==> config.mk <==
export PLATFORM = sky130hd
export DESIGN_NAME = ata_cmd_front
export DESIGN_NICKNAME = d
export VERILOG_FILES = /design/src/rtl/ata_fe_pkg.sv /design/src/rtl/ata_fe_decode.sv /design/src/rtl/ata_fe_state.sv /design/src/rtl/ata_cmd_front.sv
export SDC_FILE = /design/constraint.sdc
export NUM_CORES = 1
export LEC_CHECK = 0
export ABC_AREA = 1
export BUFFER_PORTS_ARGS = -buffer_cell sky130_fd_sc_hd__clkbuf_2
export CAP_MARGIN = 5
export CORE_AREA = 2 2 158 144
export CTS_CLUSTER_DIAMETER = 60
export DETAILED_ROUTE_END_ITERATION = 7
export DIE_AREA = 0 0 160 146
export PLACE_DENSITY = 0.81
export SKIP_CTS_REPAIR_TIMING = 1
export SLEW_MARGIN = 30
export SYNTH_ARGS = -nofsm -noshare
export SYNTH_HDL_FRONTEND = slang
export SYNTH_SLANG_ARGS = --single-unit
==> constraint.sdc <==
create_clock -name clk -period 9.2 [get_ports clk]
set_input_delay 1.38 -clock clk [delete_from_list [all_inputs] [get_ports clk]]
set_output_delay 1.38 -clock clk [all_outputs]
set_load 0.01 [all_outputs]
==> src/rtl/ata_fe_pkg.sv <==
package ata_fe_pkg;
  localparam int LBA_W  = 48;
  localparam int CNT_W  = 16;
  localparam int LEN_W  = CNT_W + 1;
  localparam int BLK_W  = 8;
  localparam int LBA28  = 28;

  typedef enum logic [2:0] {
    CLS_ND   = 3'd0,
    CLS_PIN  = 3'd1,
    CLS_POUT = 3'd2,
    CLS_DMA  = 3'd3,
    CLS_DIAG = 3'd4
  } cls_e;

  typedef enum logic [2:0] {
    K_BAD, K_NOP, K_RW, K_FIXED, K_SMART, K_SETMULT, K_SETMAX, K_DLMC
  } kind_e;

  typedef struct packed {
    kind_e kind;
    cls_e  cls;
    logic  ext;
    logic  mult;
    logic  one_sec;
  } dec_t;

  // Expand the count field into a sector total
  function automatic logic [LEN_W-1:0] norm_len(input logic [CNT_W-1:0] cnt, input logic ext);
    if (ext) return (cnt == '0) ? LEN_W'(1) << CNT_W : {1'b0, cnt};
    return (cnt[7:0] == 8'd0) ? LEN_W'(256) : LEN_W'(cnt[7:0]);
  endfunction

  // Last addressed sector, one bit wider so it cannot wrap
  function automatic logic [LBA_W:0] last_lba(input logic [LBA_W-1:0] start, input logic [LEN_W-1:0] len);
    return {1'b0, start} + (LBA_W+1)'(len) - (LBA_W+1)'(1);
  endfunction

  // Block count rounded up; blk is a power of two
  function automatic logic [LEN_W-1:0] blocks(input logic [LEN_W-1:0] len, input logic [BLK_W-1:0] blk);
    logic [LEN_W:0] s;
    logic [LEN_W-1:0] r;
    s = {1'b0, len} + (LEN_W+1)'(blk) - (LEN_W+1)'(1);
    r = len;
    for (int i = 0; i < BLK_W; i++)
      if (blk[i]) r = LEN_W'(s >> i);
    return r;
  endfunction
endpackage

==> src/rtl/ata_fe_decode.sv <==
module ata_fe_decode
  import ata_fe_pkg::*;
(
  input  logic [7:0] op,
  input  logic [7:0] feat,
  output dec_t       dec
);
  always_comb begin
    dec = '{kind: K_BAD, cls: CLS_ND, ext: 1'b0, mult: 1'b0, one_sec: 1'b0};
    case (op)
      8'h00:               dec.kind = K_NOP;
      8'h20, 8'h21:        begin dec.kind = K_RW; dec.cls = CLS_PIN; end
      8'h24:               begin dec.kind = K_RW; dec.cls = CLS_PIN; dec.ext = 1'b1; end
      8'h25:               begin dec.kind = K_RW; dec.cls = CLS_DMA; dec.ext = 1'b1; end
      8'h29:               begin dec.kind = K_RW; dec.cls = CLS_PIN; dec.ext = 1'b1; dec.mult = 1'b1; end
      8'h30, 8'h31:        begin dec.kind = K_RW; dec.cls = CLS_POUT; end
      8'h34:               begin dec.kind = K_RW; dec.cls = CLS_POUT; dec.ext = 1'b1; end
      8'h35:               begin dec.kind = K_RW; dec.cls = CLS_DMA; dec.ext = 1'b1; end
      8'h39:               begin dec.kind = K_RW; dec.cls = CLS_POUT; dec.ext = 1'b1; dec.mult = 1'b1; end
      8'h40, 8'h41:        dec.kind = K_RW;
      8'h42:               begin dec.kind = K_RW; dec.ext = 1'b1; end
      8'hC4:               begin dec.kind = K_RW; dec.cls = CLS_PIN; dec.mult = 1'b1; end
      8'hC5:               begin dec.kind = K_RW; dec.cls = CLS_POUT; dec.mult = 1'b1; end
      8'hC8, 8'hC9,
      8'hCA, 8'hCB:        begin dec.kind = K_RW; dec.cls = CLS_DMA; end
      8'hC6:               dec.kind = K_SETMULT;
      8'hF9:               dec.kind = K_SETMAX;
      8'h37:               begin dec.kind = K_SETMAX; dec.ext = 1'b1; end
      8'h92:               begin dec.kind = K_DLMC; dec.cls = CLS_POUT; end
      8'h90:               begin dec.kind = K_FIXED; dec.cls = CLS_DIAG; end
      8'hB0:               begin
                             dec.kind = K_SMART;
                             if (feat == 8'hD0 || feat == 8'hD5) begin
                               dec.cls = CLS_PIN; dec.one_sec = 1'b1;
                             end
                           end
      8'hE0, 8'hE1, 8'hE5,
      8'hE6, 8'hE7, 8'hEA: dec.kind = K_FIXED;
      8'hEC:               begin dec.kind = K_FIXED; dec.cls = CLS_PIN; dec.one_sec = 1'b1; end
      default:             dec.kind = K_BAD;
    endcase
  end
endmodule

==> src/rtl/ata_fe_state.sv <==
module ata_fe_state
  import ata_fe_pkg::*;
#(
  parameter logic [LBA_W-1:0] NATIVE_MAX   = 48'd250069679,
  parameter int               MULT_DEFAULT = 16,
  parameter int               MULT_MAX     = 128
) (
  input  logic             clk,
  input  logic             rst_n,
  input  logic             smart_set,
  input  logic             smart_clr,
  input  logic             max_wr,
  input  logic [LBA_W-1:0] max_val,
  input  logic             mult_wr,
  input  logic [BLK_W-1:0] mult_val,
  output logic             smart_en,
  output logic [LBA_W-1:0] max_lba,
  output logic [BLK_W-1:0] mult_blk
);
  always_ff @(posedge clk) begin
    if (!rst_n) begin
      smart_en <= 1'b0;
      max_lba  <= NATIVE_MAX;
      mult_blk <= BLK_W'(MULT_DEFAULT);
    end else begin
      if (smart_set)      smart_en <= 1'b1;
      else if (smart_clr) smart_en <= 1'b0;
      if (max_wr)  max_lba  <= max_val;
      if (mult_wr) mult_blk <= mult_val;
    end
  end


  max_in_range_chk: assert property (@(posedge clk) disable iff (!rst_n)
    max_lba <= NATIVE_MAX);

  mult_pow2_chk: assert property (@(posedge clk) disable iff (!rst_n)
    ($countones(mult_blk) == 1) && (int'(mult_blk) <= MULT_MAX));

  smart_change_chk: assert property (@(posedge clk) disable iff (!rst_n)
    (smart_en != $past(smart_en)) |-> $past(smart_set || smart_clr));
endmodule

==> src/rtl/ata_cmd_front.sv <==
module ata_cmd_front
  import ata_fe_pkg::*;
#(
  parameter logic [47:0] NATIVE_MAX   = 48'd250069679,
  parameter int          MULT_DEFAULT = 16,
  parameter int          MULT_MAX     = 128
) (
  input  logic        clk,
  input  logic        rst_n,
  input  logic        cmd_valid,
  input  logic [7:0]  cmd_op,
  input  logic [7:0]  cmd_feat,
  input  logic [15:0] cmd_count,
  input  logic [47:0] cmd_lba,
  output logic        res_done,
  output logic [2:0]  res_class,
  output logic [16:0] res_len,
  output logic [16:0] res_irqs,
  output logic        res_abort,
  output logic        res_idnf
);
  dec_t             dec;
  logic             smart_en;
  logic [LBA_W-1:0] max_lba;
  logic [BLK_W-1:0] mult_blk;

  // Named internal events
  logic [LBA_W-1:0] lba_eff;
  logic [LEN_W-1:0] rw_len;
  logic [LBA_W:0]   rw_last;
  logic             range_err;
  logic [LBA_W-1:0] new_max;
  logic             max_ok, mult_ok;
  logic             want_set, want_clr, want_max, want_mult;
  logic [2:0]       n_cls;
  logic [LEN_W-1:0] n_len, n_irq;
  logic             n_abort, n_idnf;

  ata_fe_decode u_dec (.op(cmd_op), .feat(cmd_feat), .dec(dec));

  ata_fe_state #(.NATIVE_MAX(NATIVE_MAX), .MULT_DEFAULT(MULT_DEFAULT), .MULT_MAX(MULT_MAX)) u_state (
    .clk(clk), .rst_n(rst_n),
    .smart_set(cmd_valid && want_set), .smart_clr(cmd_valid && want_clr),
    .max_wr(cmd_valid && want_max), .max_val(new_max),
    .mult_wr(cmd_valid && want_mult), .mult_val(cmd_count[BLK_W-1:0]),
    .smart_en(smart_en), .max_lba(max_lba), .mult_blk(mult_blk));

  assign lba_eff   = dec.ext ? cmd_lba : LBA_W'(cmd_lba[LBA28-1:0]);
  assign rw_len    = norm_len(cmd_count, dec.ext);
  assign rw_last   = last_lba(lba_eff, rw_len);
  assign range_err = rw_last > {1'b0, max_lba};
  assign new_max   = lba_eff;
  assign max_ok    = new_max <= NATIVE_MAX;
  assign mult_ok   = ($countones(cmd_count[BLK_W-1:0]) == 1) && (int'(cmd_count[BLK_W-1:0]) <= MULT_MAX);

  always_comb begin
    n_cls = dec.cls; n_len = '0; n_abort = 1'b0; n_idnf = 1'b0;
    want_set = 1'b0; want_clr = 1'b0; want_max = 1'b0; want_mult = 1'b0;
    case (dec.kind)
      K_RW:      if (range_err) n_idnf = 1'b1; else n_len = rw_len;
      K_FIXED:   n_len = dec.one_sec ? LEN_W'(1) : '0;
      K_DLMC:    n_len = LEN_W'({cmd_lba[7:0], cmd_count[7:0]});
      K_SETMULT: if (mult_ok) want_mult = 1'b1; else n_abort = 1'b1;
      K_SETMAX:  if (max_ok) want_max = 1'b1; else n_abort = 1'b1;
      K_SMART: begin
        if (!smart_en && cmd_feat != 8'hD8) n_abort = 1'b1;
        else begin
          case (cmd_feat)
            8'hD0, 8'hD5: n_len = LEN_W'(1);
            8'hD2, 8'hD4, 8'hDA: ;
            8'hD8: want_set = 1'b1;
            8'hD9: want_clr = 1'b1;
            default: n_abort = 1'b1;
          endcase
        end
      end
      default: n_abort = 1'b1;
    endcase
    if (n_abort) n_cls = CLS_ND;
    if ((n_cls == CLS_PIN || n_cls == CLS_POUT) && n_len != '0)
      n_irq = dec.mult ? blocks(n_len, mult_blk) : n_len;
    else
      n_irq = LEN_W'(1);
  end

  always_ff @(posedge clk) begin
    if (!rst_n) begin
      res_done <= 1'b0; res_class <= '0; res_len <= '0;
      res_irqs <= '0; res_abort <= 1'b0; res_idnf <= 1'b0;
    end else begin
      res_done <= cmd_valid;
      if (cmd_valid) begin
        res_class <= n_cls; res_len <= n_len; res_irqs <= n_irq;
        res_abort <= n_abort; res_idnf <= n_idnf;
      end
    end
  end


  done_timing_chk: assert property (@(posedge clk) disable iff (!rst_n)
    res_done |-> $past(cmd_valid));

  err_exclusive_chk: assert property (@(posedge clk) disable iff (!rst_n)
    res_done |-> !(res_abort && res_idnf));

  abort_empty_chk: assert property (@(posedge clk) disable iff (!rst_n)
    (res_done && res_abort) |-> (res_len == '0 && res_class == 3'd0 && res_irqs == 17'd1));

  idnf_empty_chk: assert property (@(posedge clk) disable iff (!rst_n)
    (res_done && res_idnf) |-> (res_len == '0 && res_irqs == 17'd1));

  smart_gate_chk: assert property (@(posedge clk) disable iff (!rst_n)
    (cmd_valid && cmd_op == 8'hB0 && !smart_en && cmd_feat != 8'hD8) |=> res_abort);
endmodule

### Word level (Yosys, flattened, before mapping)

Index checks and enable logic that the tools add are counted.

* input bits: 83
* flip-flop bits (word level): 97
* word-level logic and storage cells: 146

* reductions and logical operators: 26
* mux-type cells: 48
* $add $sub $neg: 11
* $lt $le $gt $ge: 3
* eq/ne operators: 49

Operator list (number)
* $mux W17: 14
* $eq A8 B8 Y1 const B: 25
* $eq A8 B6 Y1 const B: 11
* $pmux W17 S4: 1
* $add A48 B17 Y49: 1
* $gt A49 B48 Y1: 1
* $sub A49 B1 Y49 const B: 1
* $le A48 B28 Y1 const B: 1
* $mux W48: 1
* $mux W1: 26
* $eq A8 B7 Y1 const B: 3
* $pmux W3 S7: 1
* $reduce_or A19 Y1: 1
* $add A17 B8 Y18: 1
* $reduce_or A6 Y1: 3
* $sub A18 B1 Y18 const B: 1
* $reduce_bool A17 Y1: 1
* $logic_not A16 Y1: 1
* $logic_not A8 Y1: 2
* $reduce_or A8 Y1: 2
* $pmux W3 S5: 1
* $eq A3 B3 Y1 const B: 4
* $eq A3 B2 Y1 const B: 3
* $mux W9: 1
* 18 further kinds: 30

### Longest topological paths before layout

Gate-level depths: netlist (run 1).

* depth in word-level cells: 22
* depth in mapped cells: 75
* gate-level depth less buffers: 74

### Hierarchy

From an unflattened synthesis (run 1), not the netlist that was laid out.

* cells, all modules: 2025
* area, all modules: 12151.7 sq um

Modules (own cells, without submodules)
* ata_cmd_front: area each 9675.5 sq um, times used 1, cells each 1673, seq. area each 800.8 sq um
* ata_fe_state: area each 1984.4 sq um, times used 1, cells each 248, seq. area each 1141.1 sq um
* ata_fe_decode: area each 491.7 sq um, times used 1, cells each 104, seq. area each 0.0 sq um

### Worst setup path before layout (run 1)

OpenSTA, ideal clock, no wires.

* path type: input to register
* start: in cmd_op[4]
* end: reg res_irqs[10]
* stages: 61
* data arrival time: 8.898 ns
* required time: 9.068 ns
* library setup time: 0.132 ns
* buffers on the path: 2
* setup slack: 0.170 ns
* cell sequence: inv_1 -> nand2_1 -> nor2_1 -> nand2_1 -> nand2_1 -> nor2_4 -> nand2_2 -> buf_2 -> nand2_1 -> nand2_1 -> nand2_1 -> ha_1 -> inv_1 -> ha_1 -> inv_1 -> fa_1 -> o21ai_0 -> a31oi_1 -> [... 25 more ...] -> nand2_1 -> nand2_1 -> nand2_1 -> nand2_1 -> a21oi_1 -> o21ai_0 -> xor2_1 -> o21ai_0 -> inv_1 -> nand2_1 -> nand2_1 -> nand2_1 -> nand2_1 -> nand2_1 -> nand2_1 -> nand2_1 -> nand2_1 -> a21oi_1

* cells in the longest elaborated chain, start to end: 22

RTL lines
* from (decl): RTL line ata_cmd_front.sv:11 `input logic [7:0] cmd_op,`
* $eq A8 B6 Y1 or $eq A8 B7 Y1 (tied branches): RTL line ata_fe_decode.sv:10 `case (op)`
* $reduce_or A8 Y1 (no line)
* $mux W1: RTL line ata_fe_decode.sv:10
* $mux W1: RTL line ata_fe_pkg.sv:30 `if (ext) return (cnt == '0) ? LEN_W'(1) << CNT_W : {1'b0, cnt};`
* $mux W17: RTL line ata_fe_pkg.sv:31 `return (cnt[7:0] == 8'd0) ? LEN_W'(256) : LEN_W'(cnt[7:0]);`
* $add A48 B17 Y49: RTL line ata_fe_pkg.sv:36 `return {1'b0, start} + (LBA_W+1)'(len) - (LBA_W+1)'(1);`
* $sub A49 B1 Y49: RTL line ata_fe_pkg.sv:36
* $gt A49 B48 Y1: RTL line ata_cmd_front.sv:51 `assign range_err = rw_last > {1'b0, max_lba};`
* $mux W17: RTL line ata_cmd_front.sv:60 `K_RW: if (range_err) n_idnf = 1'b1; else n_len = rw_len;`
* $pmux W17 S4: RTL line ata_cmd_front.sv:59 `case (dec.kind)`
* $add A17 B8 Y18: RTL line ata_fe_pkg.sv:43 `s = {1'b0, len} + (LEN_W+1)'(blk) - (LEN_W+1)'(1);`
* $sub A18 B1 Y18: RTL line ata_fe_pkg.sv:43
* $mux W17 (8 in a row): RTL line ata_fe_pkg.sv:46 `if (blk[i]) r = LEN_W'(s >> i);`
* $mux W17: RTL line ata_cmd_front.sv:81 `n_irq = dec.mult ? blocks(n_len, mult_blk) : n_len;`
* $mux W17 *: RTL line ata_cmd_front.sv:80 `if ((n_cls == CLS_PIN || n_cls == CLS_POUT) && n_len != '0)`
* to (signal assigned): RTL line ata_cmd_front.sv:93 `res_class <= n_cls; res_len <= n_len; res_irqs <= n_irq;`
* to (decl): RTL line ata_cmd_front.sv:18 `output logic [16:0] res_irqs,`

Mark *: on every way between the ends. The rest lies on a longest branch, timed or not.
A chain may end at the register's enable or synchronous reset.

### Final worst setup path (run 1)

* start: in cmd_count[1]
* end: reg res_irqs[13]

* cells in the longest elaborated chain, start to end: 21

RTL lines
* from (decl): RTL line ata_cmd_front.sv:13 `input logic [15:0] cmd_count,`
* $logic_not A16 Y1: RTL line ata_fe_pkg.sv:30
* $mux W17 (2 in a row): RTL line ata_fe_pkg.sv:30
* $mux W17: RTL line ata_fe_pkg.sv:31
* $add A48 B17 Y49: RTL line ata_fe_pkg.sv:36
* $sub A49 B1 Y49: RTL line ata_fe_pkg.sv:36
* $gt A49 B48 Y1: RTL line ata_cmd_front.sv:51
* $mux W17: RTL line ata_cmd_front.sv:60
* $pmux W17 S4: RTL line ata_cmd_front.sv:59
* $add A17 B8 Y18: RTL line ata_fe_pkg.sv:43
* $sub A18 B1 Y18: RTL line ata_fe_pkg.sv:43
* $mux W17 (8 in a row): RTL line ata_fe_pkg.sv:46
* $mux W17: RTL line ata_cmd_front.sv:81
* $mux W17 *: RTL line ata_cmd_front.sv:80

Mark *: on every way between the ends. The rest lies on a longest branch, timed or not. The select of a mux whose other input is x is not followed.

==> results of run 1 <==
final timing paths:
check,start,end,slack [ns],depth (start not counted)
hold / removal,u_state.max_lba[42]$_SDFFE_PN0P_,u_state.max_lba[42]$_SDFFE_PN0P_,0.47,2
setup reg to reg,u_state.max_lba[3]$_SDFFE_PN1P_,res_irqs[13]$_SDFFE_PN0P_,4.03,47
hold reg to reg,u_state.max_lba[42]$_SDFFE_PN0P_,u_state.max_lba[42]$_SDFFE_PN0P_,0.47,2
setup / recovery,cmd_count[1],res_irqs[13]$_SDFFE_PN0P_,0.20,60
cell families after synthesis:
logic type      after synthesis
xor+xnor                     53
compound gates              456
buf+inv                     449
simple gates                731
flops                        97
fa+ha+maj                   168
registers in the layout, indices dropped and copies added (netlist names):
name	count
res_irqs	17
res_class	3
res_abort	1
u_state.smart_en	1
u_state.mult_blk	8
res_len	17
res_done	1
u_state.max_lba	48
res_idnf	1
cells in the final DEF, fill, tap and decap left out, types with 6 or more instances in the layout:
master / instances
nand3_1: 50
nand2_1: 434
nand3_2: 6
nand2_2: 40
nor4_1: 10
o211ai_1: 42
inv_1: 342
dfxtp_1: 97
xor2_1: 33
nor2_4: 10
inv_2: 44
ha_1: 136
nor2_1: 90
nand2_4: 16
nor2_2: 9
o21ai_1: 10
ha_4: 24
clkbuf_2: 120
clkbuf_16: 9
nand4_1: 28
nor3_1: 16
xnor2_1: 16
a21oi_2: 23
o21ai_0: 124
buf_4: 255
o21ai_2: 10
o21bai_1: 10
a21oi_1: 174
a31oi_1: 7
per-layer routing:
metal / part of all wire (%) / vias up / global-route usage (%)
li1: - / 7005 / -
met1: 42 / 6621 / 45.7
met2: 43 / 807 / 50.6
met3: 10 / 164 / 6.58
met4: 4.2 / 0 / 10.2
met5: 0 / - / 0
tightest hold or removal path: cells and delay by family (launching register included):
| kind | cells | cell delay, ns |
|---|---|---|
| flops | 1 | 0.30 |
| compound gates | 1 | 0.06 |
| buf+inv | 1 | 0.06 |
through the flow:
stage / instance area [um2] / cells / utilization [%] / setup slack, ns
floorplan: 12000 / 1954 / - / 0.170
global route: 16000 / 2587 / 74.0 / -0.361
detailed placement: 14500 / 2545 / 67.3 / -0.535
global placement: 14500 / 2545 / 67.3 / -0.205
CTS: 14800 / 2561 / 68.7 / -0.176
finish: 16000 / 2588 / 74.0 / 0.201
power by group:
part | internal (uW) | switching (uW) | total, uW
clock | 240 | 199 | 439
sequential | 426 | 3.52 | 429
combinational | 336 | 446 | 782
total | 1000 | 649 | 1650
layout make-up:
cell class	instances	area (um2)
Antenna cell	1	2.50
Sequential cell	97	1940
Tap cell	291	364
Inverter	392	1480
Fill cell	1703	5620
Clock inverter	7	92.6
Timing Repair Buffer	382	2610
Clock buffer	9	225
Multi-Input combinational cell	1409	9240
==> results.ini, run 1 <==
[synth]
syn_inst=1954
netlist.area_leader.share_pct=16.9
synth_compound_area_share_pct=21.8
yosys.area_share.simple_pct=26.0
ys_seq_area_share_pct=16.2
synth_top_family_by_area=simple AND/OR/NAND/NOR gates
synthArstFlopShare_pct=0
synth_xor_area_share_pct=3.93
syn_avg_cell_area_um2=6.14
ys_warn_count=0
synth_most_common_cell=nand2_1
synth.net_count=2205
yosys.area_share.adder_pct=17.9
ys.flop_type=dfxtp_1
ys_ff_latch=97
ys_top_cells_by_area=ha_1 17%, dfxtp_1 16%, nand2_1 15%, inv_1 11%, a21oi_1 8.1%
ys_top_cells_by_count=473 x nand2_1, 363 x inv_1, 195 x a21oi_1
yosysTopAreaCell=ha_1
synth_edf_count=0
syn-cell-area_mm2=0.0120
post_synth_num_cell_types=55
synthMuxAreaShare_pct=0

[worst_setup_path]
cp.required_ns=9.48
cp_slowest_stage_delay_ns=0.41
cp-end-kind=register
cp_slowest_cell=fa_2
startpoint_type=input pin
worstPathArrival_ns=9.28
cp_top_family=simple AND/OR/NAND/NOR gates
crit_buf_inv=10
path_max_fanout=5
path_common_cell=nand2_1
worstSetupPathType=input pin to register

[clocking]
cts_buffer_depth=2
insertion_delay_ns=0.37
cts.sinks=97
clkTransAtPathRegs_ns=0.07
cts_buffers=9
h-tree-depth=3
root_buffer=clkbuf_16
cts_tree=built

[min_path]
min_path_type=register to register

[sta]
finalHoldViolations=0
hold_ws_ns=0.467
tightestPinTransition_ns=0.856
layout_min_cycle_time_ns=9.00
finalMaxSlewViolations=0
tns_ns=0
clock_skew_ns=0.0151
min_period_over_period_pct=97.8
rsz0062_at_grt=true
finalSetupViolCount=0
relSlewSlack_pct=42.9
fmax_mhz=111

[power]
ir_drop_v=0.0000852
p_leak_uw=0.00856
finalPower_uw=1650
powerDensity_mw_per_mm2=103

[route]
dr.pass1.iters=6
drt_wl_total_mm=43.6
vias_per_cell=5.64
drc=0
drtAntennaViolNets=0
first_iter_violations=1612
routedWlPerCell_um=16.9
num_vias=14600

[final_layout]
area_growth_syn_to_layout_pct=32.9
nNetsFinal=2542
drive_above_1_share_pct=27.5

[grt]
antenna_found_initial=1
overflow=0
grt_max_degree=78
grtUsageTotal_pct=32.7
grt_pass1_vias=12700
grt_pass1_wl_mm=62.6

[floorplan]
core_mm2=0.0216
num_rows=51
die_x_um=160
ioPinCount=123
dieArea_mm2=0.0234
start_util_pct=55.6
die_h_um=146

[placement]
gp_congestion=0.975
place_hpwl_mm=31.4
port_buffers=122

[status]
status=completed

[run]
drv_cap=0

No activity file was read; power rests on OpenSTA's default activity.
==> inputs of run 2 (changes only) <==
Settings changed: ABC_AREA 1 to default, CORE_AREA 2 2 158 144 to 2 2 154 141, DIE_AREA 0 0 160 146 to 0 0 156 143, PLACE_DENSITY 0.81 to 0.8.
==> results.ini, run 2 <==
[sta]
tightestPinTransition_ns=0.957  ; was 0.856 ns
rsz0062_at_grt=true  ; unchanged
fmax_mhz=102  ; was 111 MHz
finalHoldViolations=0  ; unchanged
relSlewSlack_pct=36.2  ; was 42.9%
min_period_over_period_pct=107  ; was 97.8%
clock_skew_ns=0.00985  ; was 0.0151 ns
worst_slack_ns=-0.608  ; was 0.201 ns
layout_min_cycle_time_ns=9.81  ; was 9.00 ns
finalSetupViolCount=17  ; was 0
finalMaxSlewViolations=0  ; unchanged

[grt]
antenna_found_initial=1  ; unchanged
grtUsageTotal_pct=35.8  ; was 32.7%
overflow=0  ; unchanged
grt_max_degree=97  ; was 78
grt_pass1_vias=12400  ; was 12,700
grt_pass1_wl_mm=63.6  ; was 62.6 mm

[placement]
port_buffers=122  ; unchanged
place_hpwl_mm=31.5  ; was 31.4 mm
placed_cells=2147  ; was 2,545
gp_congestion=0.989  ; was 0.975

[floorplan]
dieArea_mm2=0.0223  ; was 0.0234 mm2
core_mm2=0.0206  ; was 0.0216 mm2
ioPinCount=123  ; unchanged
num_rows=50  ; was 51
die_h_um=143  ; was 146 um
start_util_pct=54.6  ; was 55.6%
die_x_um=156  ; was 160 um

[final_layout]
drive_above_1_share_pct=27.3  ; was 27.5%
top_register=u_state.max_lba  ; unchanged
instances_no_fill=2187  ; was 2,588
largest_reg_flops=48  ; unchanged
final_cell_mix=263 x buf_4, 192 x inv_1, 191 x nor2_1, 151 x ha_1, 137 x nand2_1  ; was 434 x nand2_1, 342 x inv_1, 255 x buf_4, 174 x a21oi_1, 136 x ha_1
nNetsFinal=2171  ; was 2,542
largestRegisters=u_state.max_lba x48, res_irqs x17, res_len x17  ; unchanged
final_core_util_pct=72.2  ; was 74.0%
layout_commonest_cell=buf_4  ; was nand2_1
area_growth_syn_to_layout_pct=32.1  ; was 32.9%

[min_path]
min_path_type=register to register  ; unchanged

[worst_setup_path]
cp_top_family=compound AO/OA/AOI/OAI gates  ; was simple AND/OR/NAND/NOR gates
cp-end-kind=register  ; unchanged
crit_buf_inv=7  ; was 10
path_common_cell=ha_1  ; was nand2_1
startpoint_type=input pin  ; unchanged
cp_slowest_stage_delay_ns=0.44  ; was 0.41 ns
path_max_fanout=12  ; was 5
cp.required_ns=9.48  ; about the same
worstSetupPathType=input pin to register  ; unchanged
cp_slowest_cell=xor2_2  ; was fa_2
worstPathArrival_ns=10.08  ; was 9.28 ns

[synth]
synth_top_family_by_area=compound AO/OA/AOI/OAI gates  ; was simple AND/OR/NAND/NOR gates
synth.net_count=1835  ; was 2,205
netlist.area_leader.share_pct=18.0  ; was 16.9%
ys_top_cells_by_count=199 x inv_1, 195 x nor2_1, 162 x ha_1  ; was 473 x nand2_1, 363 x inv_1, 195 x a21oi_1
yosysTopAreaCell=ha_1  ; unchanged
synth_edf_count=0  ; unchanged
ys_seq_area_share_pct=17.3  ; was 16.2%
ys_ff_latch=97  ; unchanged
ys.flop_type=dfxtp_1  ; unchanged
yosys.area_share.simple_pct=21.1  ; was 26.0%
syn-cell-area_mm2=0.0112  ; was 0.0120 mm2
syn_avg_cell_area_um2=7.10  ; was 6.14 um2
yosys.area_share.adder_pct=19.2  ; was 17.9%
synth_xor_area_share_pct=4.82  ; was 3.93%
synth_compound_area_share_pct=27.4  ; was 21.8%
ys_warn_count=0  ; unchanged
post_synth_num_cell_types=89  ; was 55
synth_most_common_cell=inv_1  ; was nand2_1
synthMuxAreaShare_pct=0.712  ; was 0%
ys_top_cells_by_area=ha_1 18%, dfxtp_1 17%, inv_1 6.6%, a21oi_1 6.5%, nor2_1 6.5%  ; was ha_1 17%, dfxtp_1 16%, nand2_1 15%, inv_1 11%, a21oi_1 8.1%
synthArstFlopShare_pct=0  ; unchanged
syn_inst=1584  ; was 1,954

[clocking]
cts_buffer_depth=2  ; unchanged
h-tree-depth=3  ; unchanged
cts_tree=built  ; unchanged
cts.sinks=97  ; unchanged
cts_buffers=9  ; unchanged
insertion_delay_ns=0.38  ; was 0.37 ns
root_buffer=clkbuf_16  ; unchanged
clkTransAtPathRegs_ns=0.08  ; was 0.07 ns

[status]
violations=negative setup slack
status=finished, violations left  ; was completed

[power]
powerDensity_mw_per_mm2=102  ; was 103 mW/mm2
ir_drop_v=0.0000926  ; was 0.0000852 V
p_leak_uw=0.00722  ; was 0.00856 uW

[route]
num_vias=13200  ; was 14,600
routedWlPerCell_um=18.8  ; was 16.9 um
drc=0  ; unchanged
dr.pass1.iters=5  ; was 6
vias_per_cell=6.03  ; was 5.64
first_iter_violations=1383  ; was 1,612
drt_wl_total_mm=41.1  ; was 43.6 mm
drtAntennaViolNets=0  ; unchanged

[run]
drv_cap=0  ; unchanged

-- run 2: worst min-delay path, cell delays in order, from the launching register on --
cell	delay, ns
dfxtp_1	0.32
nand2_1	0.06
a21oi_1	0.06
-- run 2: kinds of logic after synthesis --
group                    after synthesis
multiplexers                           8
buffers and inverters                270
adder cells (fa/ha/maj)              169
XOR/XNOR                              61
AO/OA/AOI/OAI                        465
AND/OR/NAND/NOR                      514
flip-flops                            97
-- run 2: final cells by class --
type,count,area (um2)
multi-input combinational,1217,8810
fill,1641,5730
antenna,2,5.00
inverter,205,769
sequential,97,1940
clock inverter,7,100
timing repair buffer,390,2670
clock buffer,9,225
tap,260,325
-- run 2: report_power, final --
part           switching (uW)  total, uW  internal, uW
Clock                     207        449           242
Combinational             338        638           300
Sequential               2.06        425           423
Total                     547       1510           965
-- run 2: per-layer routing --
metal | vias to the layer above | global-route usage (%) | share of wire, %
li1 | 6279 | - | -
met1 | 6145 | 49.2 | 44
met2 | 658 | 56.6 | 44
met3 | 98 | 7.01 | 9.5
met4 | 0 | 11.3 | 2.8
met5 | - | 0 | 0
-- run 2: final timing paths --
| path | from | end | cells past startpoint | slack, ns |
|---|---|---|---|---|
| min reg2reg | res_len[2]$_SDFFE_PN0P_ | res_len[2]$_SDFFE_PN0P_ | 2 | 0.47 |
| min | res_len[2]$_SDFFE_PN0P_ | res_len[2]$_SDFFE_PN0P_ | 2 | 0.47 |
| max | cmd_op[7] | res_irqs[12]$_SDFFE_PN0P_ | 49 | -0.61 |
| max reg2reg | u_state.max_lba[15]$_SDFFE_PN1P_ | res_irqs[12]$_SDFFE_PN0P_ | 27 | 3.34 |
-- run 2: per-stage QoR --
stage	setup TNS, ns	hold WS (ns)	cell area (um2)	worst slack, ns	total power, uW
4_1_cts	-9.70	0.469	14300	-0.774	1460
5_1_grt	-12.75	0.494	14800	-0.949	1590
3_3_place_gp	-9.19	0.451	14000	-0.746	996
3_5_place_dp	-15.59	0.453	14000	-1.12	1010
6_report	-6.59	0.473	14900	-0.608	1510
2_1_floorplan	-0.723	0.467	11500	-0.255	791
